$ cat config.mk
export PLATFORM = sky130hd
export DESIGN_NAME = wand_barrier
export DESIGN_NICKNAME = d
export VERILOG_FILES = /design/src/rtl/wb_pkg.sv /design/src/rtl/wb_sync.sv /design/src/rtl/wb_line_resolve.sv /design/src/rtl/wb_agent.sv /design/src/rtl/wand_barrier.sv
export SDC_FILE = /design/constraint.sdc
export NUM_CORES = 1
export LEC_CHECK = 0
export BUFFER_PORTS_ARGS = -buffer_cell sky130_fd_sc_hd__buf_2
export CAP_MARGIN = 15
export CORE_UTILIZATION = 54
export CTS_BUF_LIST = sky130_fd_sc_hd__clkbuf_8
export DETAILED_ROUTE_END_ITERATION = 6
export PLACE_DENSITY = 0.79
export SYNTH_ARGS = -nofsm -noshare
export SYNTH_HDL_FRONTEND = slang
export SYNTH_SLANG_ARGS = --single-unit
$ cat constraint.sdc
create_clock -name clk -period 1.1 [get_ports clk]
set_input_delay 0.11 -clock clk [delete_from_list [all_inputs] [get_ports clk]]
set_output_delay 0.11 -clock clk [all_outputs]
set_load 0.05 [all_outputs]
$ cat src/rtl/wb_pkg.sv
package wb_pkg;
  typedef enum logic [1:0] {
    ST_ARMED    = 2'd0,
    ST_RELEASED = 2'd1,
    ST_REARM    = 2'd2
  } agent_st_e;
endpackage

$ cat src/rtl/wb_sync.sv
module wb_sync #(
  parameter int STAGES = 2
) (
  input  logic clk,
  input  logic rst_n,
  input  logic d_i,
  output logic q_o
);
  logic [STAGES-1:0] sh_q;
  logic [STAGES-1:0] sh_n;

  always_comb begin
    sh_n = {sh_q[STAGES-2:0], d_i};
  end

  always_ff @(posedge clk or negedge rst_n) begin
    if (!rst_n) begin
      sh_q <= '0;
    end else begin
      sh_q <= sh_n;
    end
  end

  assign q_o = sh_q[STAGES-1];
endmodule

$ cat src/rtl/wb_line_resolve.sv
module wb_line_resolve #(
  parameter int N = 4
) (
  input  logic [N-1:0] rel_i,
  output logic         line_o
);
  // Open-drain net: any agent that has not released forces 0,
  // otherwise the weak pull-up wins.
  logic [N:0] chain;
  assign chain[0] = 1'b1;
  for (genvar g = 0; g < N; g++) begin : g_wire
    assign chain[g+1] = chain[g] & rel_i[g];
  end
  assign line_o = chain[N];
endmodule

$ cat src/rtl/wb_agent.sv
module wb_agent
  import wb_pkg::*;
#(
  parameter int SYNC_STAGES = 2
) (
  input  logic clk,
  input  logic rst_n,
  input  logic ready_i,
  input  logic line_i,
  output logic pull_low_o,
  output logic proceed_o
);
  agent_st_e state_q, state_n;
  logic      ready_q;
  logic      pend_q, pend_n, pend_en;
  logic      rise;
  logic      line_s;

  wb_sync #(.STAGES(SYNC_STAGES)) u_sync (
    .clk   (clk),
    .rst_n (rst_n),
    .d_i   (line_i),
    .q_o   (line_s)
  );

  assign rise = ready_i & ~ready_q;

  always_comb begin
    state_n = state_q;
    pend_n  = pend_q | rise;
    case (state_q)
      ST_ARMED: begin
        if (pend_q || rise) begin
          state_n = ST_RELEASED;
          pend_n  = 1'b0;
        end
      end
      ST_RELEASED: begin
        if (line_s) state_n = ST_REARM;
      end
      ST_REARM: begin
        if (!line_s) state_n = ST_ARMED;
      end
      default: state_n = ST_ARMED;
    endcase
  end

  assign pend_en = (pend_n != pend_q);

  always_ff @(posedge clk or negedge rst_n) begin
    if (!rst_n) begin
      state_q <= ST_ARMED;
      ready_q <= 1'b0;
      pend_q  <= 1'b0;
    end else begin
      state_q <= state_n;
      ready_q <= ready_i;
      if (pend_en) pend_q <= pend_n;
    end
  end

  assign pull_low_o = (state_q != ST_RELEASED);
  assign proceed_o  = (state_q == ST_RELEASED) && line_s;

  AST_PULSE_ONE_CYCLE: assert property (@(posedge clk) disable iff (!rst_n)
    proceed_o |=> !proceed_o);
  AST_REARM_AFTER_PROCEED: assert property (@(posedge clk) disable iff (!rst_n)
    proceed_o |=> pull_low_o);
  AST_RELEASE_NEEDS_EDGE: assert property (@(posedge clk) disable iff (!rst_n)
    $fell(pull_low_o) |-> $past(pend_q || rise));
endmodule

$ cat src/rtl/wand_barrier.sv
module wand_barrier #(
  parameter int N           = 4,
  parameter int SYNC_STAGES = 2
) (
  input  logic         clk,
  input  logic         rst_n,
  input  logic [N-1:0] ready_i,
  output logic [N-1:0] proceed_o,
  output logic [N-1:0] pull_low_o,
  output logic         line_o
);
  logic [N-1:0] rel;

  for (genvar g = 0; g < N; g++) begin : g_agent
    wb_agent #(.SYNC_STAGES(SYNC_STAGES)) u_agent (
      .clk        (clk),
      .rst_n      (rst_n),
      .ready_i    (ready_i[g]),
      .line_i     (line_o),
      .pull_low_o (pull_low_o[g]),
      .proceed_o  (proceed_o[g])
    );
    assign rel[g] = ~pull_low_o[g];
  end

  wb_line_resolve #(.N(N)) u_line (
    .rel_i  (rel),
    .line_o (line_o)
  );

  AST_LINE_LOW_WHILE_PULLED: assert property (@(posedge clk) disable iff (!rst_n)
    (|pull_low_o) |-> !line_o);
  AST_LINE_HIGH_ALL_FREE: assert property (@(posedge clk) disable iff (!rst_n)
    (pull_low_o == '0) |-> line_o);
  AST_PROCEED_LOCKSTEP: assert property (@(posedge clk) disable iff (!rst_n)
    (|proceed_o) |-> (&proceed_o));
  AST_PROCEED_AFTER_HIGH: assert property (@(posedge clk) disable iff (!rst_n)
    (|proceed_o) |-> $past(line_o, 2));
endmodule

==> flow_metrics.py, run 1 <==
metrics = {
    "run_status": {
        "status": "did not finish",
        "lastStage": "global routing (5_1_grt)",
        "first-error": "[ERROR DPL-0038] Utilization greater than 100%, impossible to legalize",
    },
    "synthesis": {
        "synth_top_area_share_pct": 60.8,
        "yosys_warnings": 0,
        "yosysSeqAreaShare_pct": 60.8,
        "netlist_top_cells_area": "dfrtp_1 (61%), buf_4 (8.1%), nand2b_1 (6.8%), a21oi_1 (5.4%), nor2_1 (4.1%)",
        "synth-edff-count": 0,
        "synth_cell_types": 13,
        "ys_top_cells_by_count": "dfrtp_1 (18), a21oi_1 (8), buf_4 (8), nand2b_1 (8), nor2_1 (8)",
        "synth_area_per_cell_um2": 11.6,
        "post-synth-top-count-cell": "dfrtp_1",
        "netlist_area_um2": 741,
        "synth_top_family_by_area": "simple AND/OR/NAND/NOR gates",
        "synth_fa_ha_area_share_pct": 0,
        "synth_fp_nets": 70,
        "synthXorXnorAreaFrac_pct": 0,
        "synth_cells": 64,
        "yosysTopAreaCell": "dfrtp_1",
        "synth-simple-area-share_pct": 17.1,
        "synth_seq_cells": 18,
        "synth.area.mux_share_pct": 0,
        "synth_compound_area_share_pct": 12.5,
        "async_reset_ff_share_pct": 100,
        "ys.flop_type": "dfrtp_1",
    },
    "global_routing": {
        "grt_max_degree": 19,
    },
    "die": {
        "start_util_pct": 62.4,
        "rows": 12,
        "fp.dieH_um": 39.0,
        "io_pins": 15,
        "die_w_um": 39.0,
    },
    "placed_design": {
        "post-place-ws_ps": -107,
        "port_buffers": 14,
        "globalplace.congestion": 0.638,
        "hpwl_um": 1030,
        "placed_area_um2": 890,
    },
    "clock_network": {
        "clkSinkCount": 18,
        "ctsLongestPathBuffers": 2,
        "numCtsBuffers": 3,
        "cts_root_buffer": "clkbuf_8",
        "cts_max_level": 1,
    },
    "sta": {
        "worstEndpointType": "top-level output",
        "grt_worst_setup_endpoint": "line_o",
    },
}
-- kinds of logic after synthesis --
group / Yosys count
buffers and inverters: 11
AO/OA/AOI/OAI: 14
AND/OR/NAND/NOR: 21
flip-flops: 18
-- what timing repair did --
item	CTS
hold endpoints to repair	22
hold buffers	5
setup endpoints to repair	9
gates resized for setup	33
buffers inserted	3
pin swaps	1
-- metrics by stage --
stage | util [%] | cells | setup TNS (ps)
after detailed placement | 75.0 | 97 | -122
after CTS | 95.1 | 109 | -1320
after global placement | 75.0 | 97 | -88.0
after floorplan | - | 64 | -543
==> run 2: changes to the inputs <==
Settings changed: CORE_AREA set to 2 2 63 65, CORE_UTILIZATION 54 to unset, CTS_BUF_LIST sky130_fd_sc_hd__clkbuf_8 to unset, DIE_AREA set to 0 0 65 67, PLACE_DENSITY 0.79 to unset, PLACE_DENSITY_LB_ADDON set to 0.15.
==> run 2 against run 1 <==
Compared with the run above:
- the flow now finishes, with violations (setup timing)
- area after synthesis stayed put
- synthesized cell count stayed put
==> flow_metrics.py, run 2 <==
metrics = {
    "synthesis": {
        "synth_cell_types": 13,
        "netlist_top_cells_area": "dfrtp_1 (61%), buf_4 (8.1%), nand2b_1 (6.8%), a21oi_1 (5.4%), nor2_1 (4.1%)",
        "synth_area_per_cell_um2": 11.6,
        "synth_top_area_share_pct": 60.8,
        "ys.flop_type": "dfrtp_1",
        "yosysSeqAreaShare_pct": 60.8,
        "yosysTopAreaCell": "dfrtp_1",
        "ys_top_cells_by_count": "dfrtp_1 (18), a21oi_1 (8), buf_4 (8), nand2b_1 (8), nor2_1 (8)",
        "yosys_warnings": 0,
        "async_reset_ff_share_pct": 100,
        "netlist_area_um2": 741,
        "synth_fp_nets": 70,
        "synth_cells": 64,
        "synth_seq_cells": 18,
        "post-synth-top-count-cell": "dfrtp_1",
        "synth-edff-count": 0,
    },
    "pwr": {
        "seq_power_share_pct": 30.1,
        "p_per_area_nw_per_um2": 2770,
        "p_sw_share_pct": 39.3,
        "power_mw": 3.20,
        "clockPowerShare_pct": 16.9,
        "combPwrFrac_pct": 53.0,
        "irDropWorstVdd_mv": 0.737,
        "p_sw_mw": 1.26,
        "leakage_nw": 0.514,
        "p_int_mw": 1.94,
    },
    "global_routing": {
        "overflow": 0,
        "grt_max_degree": 19,
        "grt_pass1_vias": 529,
        "grt_antenna_before_repair": 0,
        "grt_use_total_pct": 7.80,
        "grt_first_pass_wirelength_um": 2460,
    },
    "sta": {
        "setup-tns-final_ps": -1070,
        "fmax_mhz": 724,
        "slew_violations": 0,
        "setup_viol": 8,
        "rsz0062_at_grt": "yes",
        "finalWorstSetupSlack_ps": -282,
        "finalHoldViolCount": 0,
        "slew_headroom_pct": 71.9,
        "period_share_pct": 126,
        "finClkSkew_ps": 3.35,
        "min_period_ps": 1380,
        "worst_slew_pin_slew_ps": 422,
    },
    "detailed_routing": {
        "drt_pass1_iterations": 3,
        "drc_errors": 0,
        "viasPerCell": 3.74,
        "drtIter0Drc": 15,
        "vias": 528,
        "wl_per_cell_um": 10.3,
        "postRouteAntennaNets": 0,
        "drt-total-wl_um": 1450,
    },
    "die": {
        "core_area_um2": 3610,
        "rows": 22,
        "dieArea_um2": 4360,
        "die_w_um": 65,
        "io_pins": 15,
        "start_util_pct": 20.5,
        "fp.dieH_um": 67,
    },
    "critical_path": {
        "start_kind": "flop",
        "r2r_slack_ps": 110,
        "worst_ep_required_time_ps": 990,
        "worstPathArrival_ps": 1270,
        "timing.rr.start": "g_agent[3].u_agent.state_q[0]",
        "rr_endpoint": "g_agent[3].u_agent.state_q[1]",
        "worst-r2r-cell-count": 3,
        "critPathLaunch": "g_agent[3].u_agent.state_q[1]",
        "worstPathMaxFanout": 2,
        "crit_path_end": "line_o",
        "path_class": "reg2out",
        "end_kind": "output port",
    },
    "clock_network": {
        "numCtsBuffers": 3,
        "cts_root_buffer": "clkbuf_8",
        "path_clk_slew_ps": 70,
        "clkSinkCount": 18,
        "clkLatencyLatePin_ps": 250,
        "ctsLongestPathBuffers": 2,
        "cts_tree": "built",
        "cts_max_level": 1,
    },
    "cells_and_area": {
        "synthToLayoutAreaGrowth_pct": 56.1,
        "drive_above_1_share_pct": 45.2,
        "layout_common_cells": "dfrtp_1 (18), buf_4 (12), buf_6 (9)",
        "num_antenna_cells": 0,
        "final_nets": 100,
        "largest_reg_flops": 8,
        "fin_area_um2": 1160,
        "largest_register": "g_agent.u_agent.state_q",
        "mostFrequentLayoutCell": "dfrtp_1",
        "reg.largest.list": "g_agent.u_agent.state_q: 8 flops, g_agent.u_agent.pend_q: 4 flops, g_agent.u_agent.ready_q: 4 flops",
    },
    "min_path": {
        "hold_path_class": "in2async",
    },
    "run_status": {
        "status": "complete, but fails checks",
        "violations": "setup timing",
    },
    "placed_design": {
        "placed_area_um2": 932,
        "hpwl_um": 1060,
        "globalplace.congestion": 0.646,
        "port_buffers": 14,
    },
    "flow_run": {
        "maxCapViolations": 0,
    },
}
==> run 2: through the flow <==
| stage | hold slack [ps] | utilization (%) | cells | setup WS [ps] |
|---|---|---|---|---|
| after floorplan | -186 | - | 64 | -313 |
| after global placement | 76.8 | 25.9 | 131 | -86.3 |
| after detailed placement | 72.5 | 25.9 | 131 | -97.9 |
| after CTS | 336 | 32.4 | 142 | -302 |
| after global routing | 355 | 32.1 | 141 | -346 |
| final | 317 | 32.1 | 141 | -282 |
==> run 2: timing repair <==
item                                    4_1_cts  5_1_grt
buffers inserted                              2        0
hold buffers                                  5        0
endpoints found under the hold margin        22        0
endpoints found under the setup margin        9        9
pin swaps                                     0        1
resized for setup                            35        0
==> run 2: logic make-up (layout without fill, tap and decap cells) <==
| group | Yosys count | count (layout) | synth area share [%] |
|---|---|---|---|
| flops | 18 | 18 | 60.8 |
| simple gates | 21 | 21 | 17.1 |
| buf+inv | 11 | 40 | 9.63 |
| compound gates | 14 | 14 | 12.5 |
==> run 2: how the worst min path moves through the flow <==
stage	start	slack [ps]	endpoint
2_1_floorplan	rst_n	-190	g_agent[0].u_agent.pend_q
3_3_place_gp	rst_n	80	g_agent[0].u_agent.ready_q
3_5_place_dp	rst_n	70	g_agent[0].u_agent.pend_q
4_1_cts	rst_n	340	g_agent[0].u_agent.pend_q
5_1_grt	rst_n	350	g_agent[0].u_agent.pend_q
6_report	rst_n	320	g_agent[0].u_agent.pend_q
==> run 2: area by class of cell <==
class                           count  area (µm²)
Multi-Input combinational cell     35         280
Fill cell                         370        2450
Sequential cell                    18         450
Inverter                            3        13.8
Tap cell                           48        60.1
Timing Repair Buffer               33         297
Clock buffer                        4        55.1
==> run 2: power by group through the flow <==
| stage | clock [mW] | sequential [mW] | combinational, mW |
|---|---|---|---|
| 6_report | 0.540 | 0.963 | 1.69 |
| 5_1_grt | 0.579 | 0.988 | 1.81 |
| 4_1_cts | 0.559 | 0.967 | 1.75 |
| 3_5_place_dp | 0 | 0.967 | 1.34 |
| 3_3_place_gp | 0 | 0.968 | 1.34 |
| 2_1_floorplan | 0 | 0.991 | 0.981 |
==> run 2: layer usage <==
layer  up-vias  track usage, %  wire (µm)
li1        264               -          -
met1       250            9.74        709
met2        12            11.6        670
met3         2            3.55         45
met4         0            3.19         27
met5         -               0          0
==> run 2: critical path: stages (launching register included) <==
cell,delay (ps)
dfrtp_1,380
nand2b_4,150
nor4_4,300
buf_6,200
(Power assumes the default switching activity.)
==> run 3: changes to the inputs <==
Settings changed: REMOVE_ABC_BUFFERS set to 1.
==> run 3 against run 2 <==
Compared with the run above:
- the flow still finishes with violations (setup timing)
- largest cell class unchanged
- first-iteration DRC count increased by 110%
- non-clock buffer count increased by 7
- cell area increased by 8.9%
- die area unchanged
==> flow_metrics.py, run 3 (synthesized netlist as in run 2, its figures left out) <==
metrics = {
    "run_status": {
        "status": "complete, but fails checks",
        "violations": "setup timing",
    },
    "placed_design": {
        "globalplace.congestion": 0.733,
        "placed_area_um2": 916,
        "dp.cells": 132,
        "port_buffers": 14,
        "hpwl_um": 1030,
    },
    "die": {
        "fp.dieH_um": 67,
        "core_area_um2": 3610,
        "dieArea_um2": 4360,
        "start_util_pct": 20.5,
        "rows": 22,
        "die_w_um": 65,
        "io_pins": 15,
    },
    "global_routing": {
        "grt_antenna_before_repair": 0,
        "grt_use_total_pct": 8.26,
        "grt_first_pass_wirelength_um": 2590,
        "grt_max_degree": 19,
        "overflow": 0,
        "grt_pass1_vias": 535,
    },
    "clock_network": {
        "cts_max_level": 1,
        "cts_root_buffer": "clkbuf_8",
        "cts_tree": "built",
        "clkSinkCount": 18,
        "clkLatencyLatePin_ps": 250,
        "path_clk_slew_ps": 70,
        "numCtsBuffers": 3,
        "ctsLongestPathBuffers": 2,
    },
    "cells_and_area": {
        "layout_common_cells": "dfrtp_1 (18), buf_6 (15), buf_4 (11)",
        "num_antenna_cells": 0,
        "final_nets": 107,
        "fin_area_um2": 1260,
        "largest_register": "g_agent.u_agent.state_q",
        "seqCellArea_um2": 450,
        "final_util_pct": 34.9,
        "largest_reg_flops": 8,
        "mostFrequentLayoutCell": "dfrtp_1",
        "reg.largest.list": "g_agent.u_agent.state_q: 8 flops, g_agent.u_agent.pend_q: 4 flops, g_agent.u_agent.ready_q: 4 flops",
        "synthToLayoutAreaGrowth_pct": 69.9,
        "nFillCells": 359,
        "finalNonFillerCells": 148,
        "drive_above_1_share_pct": 52.0,
        "multi_input_area_um2": 292,
    },
    "detailed_routing": {
        "drt-total-wl_um": 1560,
        "drc_errors": 0,
        "top_layer_used": "met4",
        "wl_per_cell_um": 10.5,
        "postRouteAntennaNets": 0,
        "dr_wl_met2_um": 712,
        "vias": 551,
        "viasPerCell": 3.72,
        "wl_met3_um": 67,
        "drtIter0Drc": 31,
        "drt_pass1_iterations": 4,
        "wl_met1_um": 757,
    },
    "critical_path": {
        "path_class": "reg2out",
        "worst_ep_required_time_ps": 990,
        "worstPathArrival_ps": 1290,
        "start_kind": "flop",
        "end_kind": "output port",
        "worstPathMaxFanout": 2,
    },
    "pwr": {
        "irDropWorstVdd_mv": 0.803,
        "power_mw": 3.35,
        "p_per_area_nw_per_um2": 2660,
        "leakage_nw": 0.557,
    },
    "sta": {
        "finalWorstSetupSlack_ps": -298,
        "period_share_pct": 127,
        "fmax_mhz": 715,
        "min_period_ps": 1400,
        "rsz0062_at_grt": "yes",
        "setup_viol": 12,
        "finClkSkew_ps": 2.62,
        "slew_headroom_pct": 71.3,
        "slew_violations": 0,
        "finalHoldViolCount": 0,
        "worst_slew_pin_slew_ps": 431,
    },
    "min_path": {
        "hold_path_class": "in2async",
    },
    "flow_run": {
        "maxCapViolations": 0,
    },
}
[run 3: changes by cell type in the layout (fill, tap and decap cells not counted)]
cell / previous run / this run
buf_4: 12 / 11
buf_6: 9 / 15
a21oi_1: 8 / 5
inv_4: 1 / 0
a21oi_2: 0 / 3
clkinvlp_4: 0 / 1
buf_8: 2 / 4
[run 3: worst max-delay path: stages, from the launching register on]
cell      delay [ps]
dfrtp_1          380
nand2b_4         150
nor4_4           310
buf_6            200
[run 3: area by class of cell]
| cell class | instances | area share (%) |
|---|---|---|
| clock buffer | 4 | 4.37 |
| inverter | 3 | 1.19 |
| multi-input combinational | 35 | 23.2 |
| sequential | 18 | 35.8 |
| tap | 48 | 4.77 |
| timing repair buffer | 40 | 30.7 |
[run 3: what timing repair did]
| action | 4_1_cts | 5_1_grt |
|---|---|---|
| pin swaps | 1 | 2 |
| hold buffers | 5 | 0 |
| endpoints found under the setup margin | 9 | 12 |
| gates resized for setup | 44 | 5 |
| hold endpoints to repair | 22 | 0 |
| buffers inserted | 6 | 1 |
[run 3: worst paths after layout]
check	start	endpoint	slack [ps]	cells after the start
setup / recovery	g_agent[3].u_agent.state_q[1]	line_o	-300	3
hold / removal	rst_n	g_agent[0].u_agent.u_sync.sh_q[1]	320	2
setup reg to reg	g_agent[0].u_agent.u_sync.sh_q[1]	g_agent[1].u_agent.state_q[1]	-120	6
hold reg to reg	g_agent[0].u_agent.u_sync.sh_q[0]	g_agent[0].u_agent.u_sync.sh_q[1]	350	0
max in group asynchronous	rst_n	g_agent[3].u_agent.state_q[0]	480	2
min in group clk	g_agent[0].u_agent.u_sync.sh_q[0]	g_agent[0].u_agent.u_sync.sh_q[1]	350	0
[run 3: where the power goes]
part	total (mW)	leakage [nW]	switching, mW	internal, mW
Combinational	1.85	0.304	0.954	0.898
Clock	0.536	0.0288	0.218	0.318
Sequential	0.962	0.224	0.123	0.839
Total	3.35	0.557	1.30	2.05
[run 3: stage by stage]
stage,setup TNS (ps),hold WS [ps],setup slack [ps]
CTS,-1680,329,-300
finish,-1810,320,-298
floorplan,-4150,-186,-1040
detailed placement,-266,76.4,-132
global placement,-253,83.0,-107
global route,-2460,369,-370
[run 3: layer usage]
layer / GRT usage (%) / up-vias
met4: 3.19 / 0
met5: 0 / -
li1: - / 280
met1: 10.7 / 261
met2: 12.0 / 8
met3: 3.55 / 2
